$ cat src/rtl/aux_timer_pkg.sv
package aux_timer_pkg;
   localparam int unsigned REG_COUNT_NUM = 32'h21;
   localparam int unsigned REG_CTRL_NUM  = 32'h22;
   localparam int unsigned REG_LIMIT_NUM = 32'h23;

   localparam int unsigned CTRL_IE_BIT   = 0;
   localparam int unsigned CTRL_NH_BIT   = 1;
   localparam int unsigned CTRL_FIELDS   = 2;

   typedef enum logic [1:0] {
      SEL_NONE  = 2'd0,
      SEL_COUNT = 2'd1,
      SEL_CTRL  = 2'd2,
      SEL_LIMIT = 2'd3
   } reg_sel_e;
endpackage

$ cat src/rtl/aux_reg_decode.sv
module aux_reg_decode
   import aux_timer_pkg::*;
#(
   parameter int unsigned REG_W = 8
) (
   input  logic [REG_W-1:0] reg_num_i,
   input  logic             wr_i,
   output reg_sel_e         sel_o,
   output logic             wr_count_o,
   output logic             wr_ctrl_o,
   output logic             wr_limit_o
);
   localparam logic [REG_W-1:0] NUM_COUNT = REG_W'(REG_COUNT_NUM);
   localparam logic [REG_W-1:0] NUM_CTRL  = REG_W'(REG_CTRL_NUM);
   localparam logic [REG_W-1:0] NUM_LIMIT = REG_W'(REG_LIMIT_NUM);

   always_comb begin
      sel_o = SEL_NONE;
      if (reg_num_i == NUM_COUNT)      sel_o = SEL_COUNT;
      else if (reg_num_i == NUM_CTRL)  sel_o = SEL_CTRL;
      else if (reg_num_i == NUM_LIMIT) sel_o = SEL_LIMIT;
   end

   assign wr_count_o = wr_i && (sel_o == SEL_COUNT);
   assign wr_ctrl_o  = wr_i && (sel_o == SEL_CTRL);
   assign wr_limit_o = wr_i && (sel_o == SEL_LIMIT);
endmodule

$ cat src/rtl/aux_ctrl_reg.sv
module aux_ctrl_reg
   import aux_timer_pkg::*;
#(
   parameter int unsigned DATA_W = 32
) (
   input  logic                   clk,
   input  logic                   rst_n,
   input  logic                   wr_ctrl_i,
   input  logic [DATA_W-1:0]      wdata_i,
   output logic [CTRL_FIELDS-1:0] ctrl_o
);
   always_ff @(posedge clk) begin
      if (!rst_n)         ctrl_o <= '0;
      else if (wr_ctrl_i) ctrl_o <= wdata_i[CTRL_FIELDS-1:0];
   end
endmodule

$ cat src/rtl/aux_count_unit.sv
module aux_count_unit #(
   parameter int unsigned DATA_W = 32
) (
   input  logic              clk,
   input  logic              rst_n,
   input  logic              advance_i,
   input  logic              wr_count_i,
   input  logic              wr_limit_i,
   input  logic [DATA_W-1:0] wdata_i,
   output logic [DATA_W-1:0] count_o,
   output logic [DATA_W-1:0] limit_o,
   output logic              wrap_o
);
   localparam logic [DATA_W-1:0] ONE = DATA_W'(1);

   logic at_limit;
   assign at_limit = (count_o == limit_o);
   assign wrap_o   = advance_i && !wr_count_i && at_limit;

   always_ff @(posedge clk) begin
      if (!rst_n)          count_o <= '0;
      else if (wr_count_i) count_o <= wdata_i;
      else if (wrap_o)     count_o <= '0;
      else if (advance_i)  count_o <= count_o + ONE;
   end

   always_ff @(posedge clk) begin
      if (!rst_n)          limit_o <= '0;
      else if (wr_limit_i) limit_o <= wdata_i;
   end
endmodule

$ cat src/rtl/aux_irq_flag.sv
module aux_irq_flag (
   input  logic clk,
   input  logic rst_n,
   input  logic wrap_i,
   input  logic ie_i,
   input  logic ack_i,
   output logic flag_o
);
   always_ff @(posedge clk) begin
      if (!rst_n)              flag_o <= 1'b0;
      else if (wrap_i && ie_i) flag_o <= 1'b1;
      else if (ack_i)          flag_o <= 1'b0;
   end
endmodule

$ cat src/rtl/aux_read_mux.sv
module aux_read_mux
   import aux_timer_pkg::*;
#(
   parameter int unsigned DATA_W = 32
) (
   input  reg_sel_e               sel_i,
   input  logic [DATA_W-1:0]      count_i,
   input  logic [DATA_W-1:0]      limit_i,
   input  logic [CTRL_FIELDS-1:0] ctrl_i,
   output logic [DATA_W-1:0]      rdata_o
);
   logic [DATA_W-1:0] ctrl_word;

   for (genvar b = 0; b < DATA_W; b++) begin : g_ctrl_bit
      if (b < CTRL_FIELDS) begin : g_used
         assign ctrl_word[b] = ctrl_i[b];
      end else begin : g_zero
         assign ctrl_word[b] = 1'b0;
      end
   end

   always_comb begin
      unique case (sel_i)
         SEL_COUNT: rdata_o = count_i;
         SEL_CTRL:  rdata_o = ctrl_word;
         SEL_LIMIT: rdata_o = limit_i;
         default:   rdata_o = '0;
      endcase
   end
endmodule

$ cat src/rtl/aux_interval_timer.sv
module aux_interval_timer
   import aux_timer_pkg::*;
#(
   parameter int unsigned DATA_W = 32,
   parameter int unsigned REG_W  = 8
) (
   input  logic              clk,
   input  logic              rst_n,
   input  logic              halt_i,
   input  logic [REG_W-1:0]  reg_num_i,
   input  logic [DATA_W-1:0] wdata_i,
   input  logic              wr_i,
   output logic [DATA_W-1:0] rdata_o,
   output logic              irq_o
);
   if (DATA_W < CTRL_FIELDS) begin : g_bad_data_w
      $error("DATA_W must hold every control field");
   end
   if (REG_W < 6) begin : g_bad_reg_w
      $error("REG_W too narrow for the register numbers");
   end

   reg_sel_e               sel;
   logic                   wr_count, wr_ctrl, wr_limit;
   logic [CTRL_FIELDS-1:0] ctrl_bits;
   logic [DATA_W-1:0]      count_q, limit_q;
   logic                   wrap_evt, advance, flag_q;

   aux_reg_decode #(.REG_W(REG_W)) i_decode (
      .reg_num_i (reg_num_i),
      .wr_i      (wr_i),
      .sel_o     (sel),
      .wr_count_o(wr_count),
      .wr_ctrl_o (wr_ctrl),
      .wr_limit_o(wr_limit)
   );

   aux_ctrl_reg #(.DATA_W(DATA_W)) i_ctrl (
      .clk      (clk),
      .rst_n    (rst_n),
      .wr_ctrl_i(wr_ctrl),
      .wdata_i  (wdata_i),
      .ctrl_o   (ctrl_bits)
   );

   assign advance = !(ctrl_bits[CTRL_NH_BIT] && halt_i);

   aux_count_unit #(.DATA_W(DATA_W)) i_count (
      .clk       (clk),
      .rst_n     (rst_n),
      .advance_i (advance),
      .wr_count_i(wr_count),
      .wr_limit_i(wr_limit),
      .wdata_i   (wdata_i),
      .count_o   (count_q),
      .limit_o   (limit_q),
      .wrap_o    (wrap_evt)
   );

   aux_irq_flag i_flag (
      .clk   (clk),
      .rst_n (rst_n),
      .wrap_i(wrap_evt),
      .ie_i  (ctrl_bits[CTRL_IE_BIT]),
      .ack_i (wr_ctrl),
      .flag_o(flag_q)
   );

   aux_read_mux #(.DATA_W(DATA_W)) i_rmux (
      .sel_i  (sel),
      .count_i(count_q),
      .limit_i(limit_q),
      .ctrl_i (ctrl_bits),
      .rdata_o(rdata_o)
   );

   assign irq_o = flag_q && ctrl_bits[CTRL_IE_BIT];
endmodule

$ cat config.mk
export PLATFORM = sky130hd
export DESIGN_NAME = aux_interval_timer
export DESIGN_NICKNAME = d
export VERILOG_FILES = /design/src/rtl/aux_timer_pkg.sv /design/src/rtl/aux_reg_decode.sv /design/src/rtl/aux_ctrl_reg.sv /design/src/rtl/aux_count_unit.sv /design/src/rtl/aux_irq_flag.sv /design/src/rtl/aux_read_mux.sv /design/src/rtl/aux_interval_timer.sv
export SDC_FILE = /design/constraint.sdc
export NUM_CORES = 1
export LEC_CHECK = 0
export BUFFER_PORTS_ARGS = -buffer_cell sky130_fd_sc_hd__clkbuf_2
export CAP_MARGIN = 20
export CORE_MARGIN = 1
export CORE_UTILIZATION = 38
export DETAILED_ROUTE_END_ITERATION = 16
export GPL_TIMING_DRIVEN = 0
export HOLD_SLACK_MARGIN = 0.15
export PLACE_DENSITY = 0.6
export SYNTH_ARGS = -nofsm -noshare
export SYNTH_HDL_FRONTEND = slang
export SYNTH_SLANG_ARGS = --single-unit
$ cat constraint.sdc
create_clock -name clk -period 5.3 [get_ports clk]
set_input_delay 1.325 -clock clk [delete_from_list [all_inputs] [get_ports clk]]
set_output_delay 1.325 -clock clk [all_outputs]
set_load 0.03 [all_outputs]
==> After elaboration in Yosys (flattened, before gate mapping) <==
Index checks and enable logic that the tools add are counted.
{ "word_totals": {"ff_bits": 67, "latchBits": 0, "ramBits": 0, "rom_bits": 0, "output_inout_bits": 33, "word_cells": 33, "mem_count": 0} }
{ "op_classes": {"addsub": 1, "mul": 0, "div": 0, "order_cmp": 0, "n_eq_ne": 8, "n_shift": 0, "muxes": 9, "n_bitwise": 0, "n_reduce_logical": 11} }
{ "op_table": {"columns": ["operator", "n"], "rows": [
  ["two-way mux 32 bit", 3],
  ["one-hot mux 32 bit (3 select lines)", 1],
  ["adder 32 x 1 -> 32 bit, second input constant", 1],
  ["equality test 32 bit", 1],
  ["equality test 8 x 6 -> 1 bit, second input constant", 3],
  ["logical AND 1 bit", 8],
  ["two-way mux 2 bit", 3],
  ["equality test 2 bit, second input constant", 2],
  ["!= test 3 x 1 -> 1 bit, second input constant", 1],
  ["equality test 2 x 1 -> 1 bit, second input constant", 1],
  ["zero test 1 bit", 2],
  ["two-way mux 1 bit", 2],
  ["nonzero test 2 bit", 1]
]} }

==> Logic depth before layout (Yosys ltp) <==
{ "logic_depth": {"word_depth": 11, "ltp_mapped": 10, "ltp_nobuf": 7} }

==> Cells and area by module <==
A second synthesis with hierarchy kept.
{ "unflattened": {"hier_cells": 488, "area_unflattened_um2": 4276.6} }
{ "modules_own_cells": {"columns": ["module", "n_inst", "cells_each", "area_per_inst_um2", "seq_area_each_um2"], "rows": [
  ["aux_count_unit", 1, 393, 3479.6, 1281.2],
  ["aux_read_mux", 1, 72, 594.3, 0.0],
  ["aux_reg_decode", 1, 11, 78.8, 0.0],
  ["aux_ctrl_reg", 1, 6, 72.6, 40.0],
  ["aux_irq_flag", 1, 4, 41.3, 20.0],
  ["aux_interval_timer", 1, 2, 10.0, 0.0]
]} }

==> Worst setup path after synthesis <==
No wires, ideal clock.
{ "synth_timing": {"path_type": "in2out", "start": "input reg_num_i[7]", "end": "output rdata_o[10]", "t_arrival_ns": 2.844, "required_time_ns": 3.975, "path_slack_ns": 1.131, "cell_stages": 7, "path_buffers": 3, "path_cell_list": "or4_4 buf_6 nor2_1 and3_1 buf_2 buf_2 a22o_1"} }
{ "synth_via": {"elab_chain_cells": 6, "word_cells_on_any_way": 10, "classes_between": "6 x eq/ne; 4 x mux"} }
{ "synth_lines": {"columns": ["element", "line_no", "rtl"], "rows": [
  ["start, declared", "aux_interval_timer.sv:10", "input logic [REG_W-1:0] reg_num_i,"],
  ["equality test 8 x 6 -> 1 bit", "aux_reg_decode.sv:21", "else if (reg_num_i == NUM_LIMIT) sel_o = SEL_LIMIT;"],
  ["two-way mux 2 bit", "aux_reg_decode.sv:21", null],
  ["two-way mux 2 bit", "aux_reg_decode.sv:20", "else if (reg_num_i == NUM_CTRL) sel_o = SEL_CTRL;"],
  ["two-way mux 2 bit *", "aux_reg_decode.sv:19", "if (reg_num_i == NUM_COUNT) sel_o = SEL_COUNT;"],
  ["equality test 2 bit or equality test 2 x 1 -> 1 bit (tied branches)", "aux_read_mux.sv:23", "unique case (sel_i)"],
  ["one-hot mux 32 bit (3 select lines) *", "aux_read_mux.sv:23", null],
  ["end, declared", "aux_interval_timer.sv:13", "output logic [DATA_W-1:0] rdata_o,"]
]} }
Every way passes the cells marked *; elsewhere a longest branch is shown, timed or not.

==> Worst setup path after layout <==
{ "layout_timing": {"start": "input reg_num_i[1]", "end": "output rdata_o[25]"} }
The elaborated chain is that of the path after synthesis.

==> results.md <==
- Avg Cell Area, Syn: 7.975 um2
- P per Cell Area: 214.3 nW/um2
- Final min period: 4.653 ns
- Via count of the first global-routing pass: 4065
- Clk_skew: 0.005321 ns
- RSZ-0062 raised after global routing: false
- Fin worst setup slack: 0.6474 ns
- Cts hold-fix bufs: 0
- Setup crit start: reg_num_i[1]
- Synth Area in Adders: 0.3119%
- Via density: 5.721
- Largest family of logic cells by synthesized area: simple AND/OR/NAND/NOR gates
- Via count: 4176
- Period utilisation layout: 87.78%
- H-tree levels: 3
- Net Sw Frac: 24.83%
- Detailed Route WL: 14320 um
- HPWL after DPL: 10240 um
- M3 GR Usage: 5.427%
- Worst skew pair latency: 0.36 ns
- Final Hold Viols: 0
- Complex-gate fraction of the synthesized area: 22.18%
- Flop pwr share: 49.6%
- TritonRoute pass-1 iters: 4
- P_sw: 0.2531 mW
- Remaining Overflow, GRT: 0
- Post-CTS Setup Bufs: 0
- Top Usage Layer GRT: met2
- Hold path start: i_flag.flag_o
- Pleak: 2.024 nW
- Peak VDD IR: 0.0001478 V
- Critical Path RT: 3.97 ns
- Largest net degree at the start of global routing: 11
- Final Non-Filler Cells: 730
- ANT cells: 0
- Die W: 104.7 um
- Syn-to-layout area delta: 18.56%
- CTS buffer count: 9
- Worst EP arrival: 3.33 ns
- Critical path launch point type: input pin
- Power Total: 1.019 mW
- Routed WL per cell: 19.62 um
- CP max FO: 10
- Std cell rows: 37
- Fraction of layout cells with a size suffix above 1: 19.70%
- Hold Path Class: register to register
- Rel. slew slack: 45.13%
- Post-Synth XOR/XNOR Area: 11.57%
- Pins Over Slew Limit: 0
- Place WS: 0.6813 ns
- GRT Overall Usage: 26.71%
- Routed Antenna Nets: 0
- Sequential area share after synthesis: 33.44%
- Logic pwr share: 6.4%
- First DRT Iteration DRCs: 265
- Synth cell types: 46
- Initial core utilization: 39.03%
- Crit. End Element: primary output
- Clock sinks: 67
- Initial antenna violation count: 0
- Status: finished, final reports clean
- Final GP Congestion: 0.9080
- Mux contribution to synthesized area: 1.061%
- Simple-gate share of the synthesized area: 25.83%
- Fin Hold WS: 0.4803 ns
- Clk buf depth: 2
- Root Buffer: clkbuf_8
- I/O pin count: 77
- Max Fclk: 214.9 MHz
- Final #Nets: 635
- Tightest Pin Transition: 0.8200 ns
- IO buf count: 76
- Syn nets: 548
- Placed insts: 715
- Yosys warns: 0
- Clock Pin Slew Worst Setup and Hold Paths: 0.07 ns
- Setup violations, final: 0
- Mapped Cells: 503
- Int Power: 0.7659 mW
- FILL cells: 1053
- Reg-to-Reg Start: i_count.count_o[13]
- Die area: 10970 um2
- GRT met2 Usage: 43.57%
- Clk network pwr share: 44.0%
- Cell area after synthesis: 4011 um2
- Setup_tns: 0 ns
- Max Cap Violations: 0
- First-pass GRT wire length: 22250 um
- Drt drc: 0
- Seq cells post-synth: 67
- Resized cells post-CTS: 0
- CTS tree: built
- Core Area: 10280 um2
- Critical path class: input pin to primary output
- GR Util met1: 34.28%
- Die Span Y: 104.7 um
==> registers in the layout, indices dropped and copies added (netlist names) <==
name	flops
i_count.count_o	32
i_count.limit_o	32
i_ctrl.ctrl_o	2
i_flag.flag_o	1
==> power by group through the flow <==
stage | logic [mW] | registers (mW) | clock network, mW
6_report | 0.0647 | 0.506 | 0.449
5_1_grt | 0.0689 | 0.506 | 0.468
4_1_cts | 0.0633 | 0.506 | 0.448
3_5_place_dp | 0.0629 | 0.517 | 0
3_3_place_gp | 0.0626 | 0.517 | 0
2_1_floorplan | 0.0260 | 0.517 | 0
==> worst max-delay path: stages <==
cell	delay (ns)
clkbuf_2	0.13
or4bb_1	0.60
nor2_1	0.18
clkbuf_1	0.58
a22o_1	0.29
clkbuf_2	0.22
==> logic make-up after synthesis <==
| family | after synthesis |
|---|---|
| AND/OR/NAND/NOR | 199 |
| AO/OA/AOI/OAI | 132 |
| flip-flops | 67 |
| XOR/XNOR | 53 |
| buffers and inverters | 47 |
| multiplexers | 4 |
| adder cells (fa/ha/maj) | 1 |
==> cells in the mapped netlist (all sizes together) <==
| library cell | n | area share (%) |
|---|---|---|
| nand2 | 89 | 8.3 |
| dfxtp | 67 | 33 |
| a21oi | 54 | 6.7 |
| xor2 | 42 | 9.2 |
| a22o | 31 | 6.8 |
| clkbuf | 26 | 2.4 |
| and3 | 23 | 3.6 |
| o22ai | 19 | 3.0 |
| nor2 | 18 | 1.7 |
| buf | 17 | 2.8 |
| nand3 | 16 | 2.1 |
| nor4 | 14 | 3.3 |
| nand4 | 12 | 2.2 |
| xnor2 | 11 | 2.4 |
| a22oi | 8 | 1.5 |
| nor3 | 8 | 1.1 |
| or3 | 7 | 1.2 |
| o21ai | 5 | 0.62 |
| inv | 4 | 0.37 |
| a211o | 3 | 0.66 |
| a32oi | 3 | 0.66 |
| and2 | 3 | 0.47 |
| nand2b | 3 | 0.47 |
| or4 | 3 | 0.65 |
| a221o | 2 | 0.50 |
| mux2 | 2 | 0.56 |
| mux2i | 2 | 0.50 |
| o31ai | 2 | 0.72 |
| a21o | 1 | 0.19 |
| a2bb2oi | 1 | 0.22 |
| ha | 1 | 0.31 |
| nand3b | 1 | 0.19 |
| nor2b | 1 | 0.16 |
| o2bb2ai | 1 | 0.22 |
| o311ai | 1 | 0.22 |
| o31a | 1 | 0.22 |
| or4bb | 1 | 0.28 |
==> per-stage QoR <==
step                cell area, um2  util [%]
floorplan                     4011         -
global placement              4562     44.39
detailed placement            4562     44.39
CTS                           4756     46.27
global route                  4756     46.27
finish                        4756     46.27
==> placed cells by master (no fill, tap or decap), drive strengths merged, types with 3 or more instances in the layout <==
| cell type | synthesis | layout |
|---|---|---|
| a211o | 3 | 3 |
| a21oi | 54 | 54 |
| a22o | 31 | 31 |
| a22oi | 8 | 8 |
| a32oi | 3 | 3 |
| and2 | 3 | 3 |
| and3 | 23 | 23 |
| buf | 17 | 17 |
| clkbuf | 26 | 115 |
| dfxtp | 67 | 67 |
| inv | 4 | 4 |
| nand2 | 89 | 89 |
| nand2b | 3 | 3 |
| nand3 | 16 | 16 |
| nand4 | 12 | 12 |
| nor2 | 18 | 18 |
| nor3 | 8 | 8 |
| nor4 | 14 | 14 |
| o21ai | 5 | 5 |
| o22ai | 19 | 19 |
| or3 | 7 | 7 |
| or4 | 3 | 3 |
| xnor2 | 11 | 11 |
| xor2 | 42 | 42 |
==> layer usage <==
layer  wire (um)  up-vias
met4         405        0
li1            -     1988
met1        6187     1959
met3        1182       31
met5           0        -
met2        6546      198
==> worst paths after layout <==
check / end / slack [ns] / cells after the start
min reg2reg: i_flag.flag_o / 0.48 / 2
min: i_flag.flag_o / 0.48 / 2
max reg2reg: i_count.count_o[1] / 2.61 / 8
max: rdata_o[25] / 0.65 / 6
==> cell type report <==
class | instances | area [um2] | area share (%)
clock inverters | 2 | 35.03 | 0.7366
plain buffers | 43 | 210.2 | 4.420
repair buffers | 76 | 380.4 | 7.998
clock buffers | 13 | 158.9 | 3.341
multi-input cells | 389 | 2445 | 51.41
inverters | 4 | 15.01 | 0.3157
well taps | 136 | 170.2 | 3.578
flip-flops and latches | 67 | 1341 | 28.20
(Power assumes the default switching activity.)
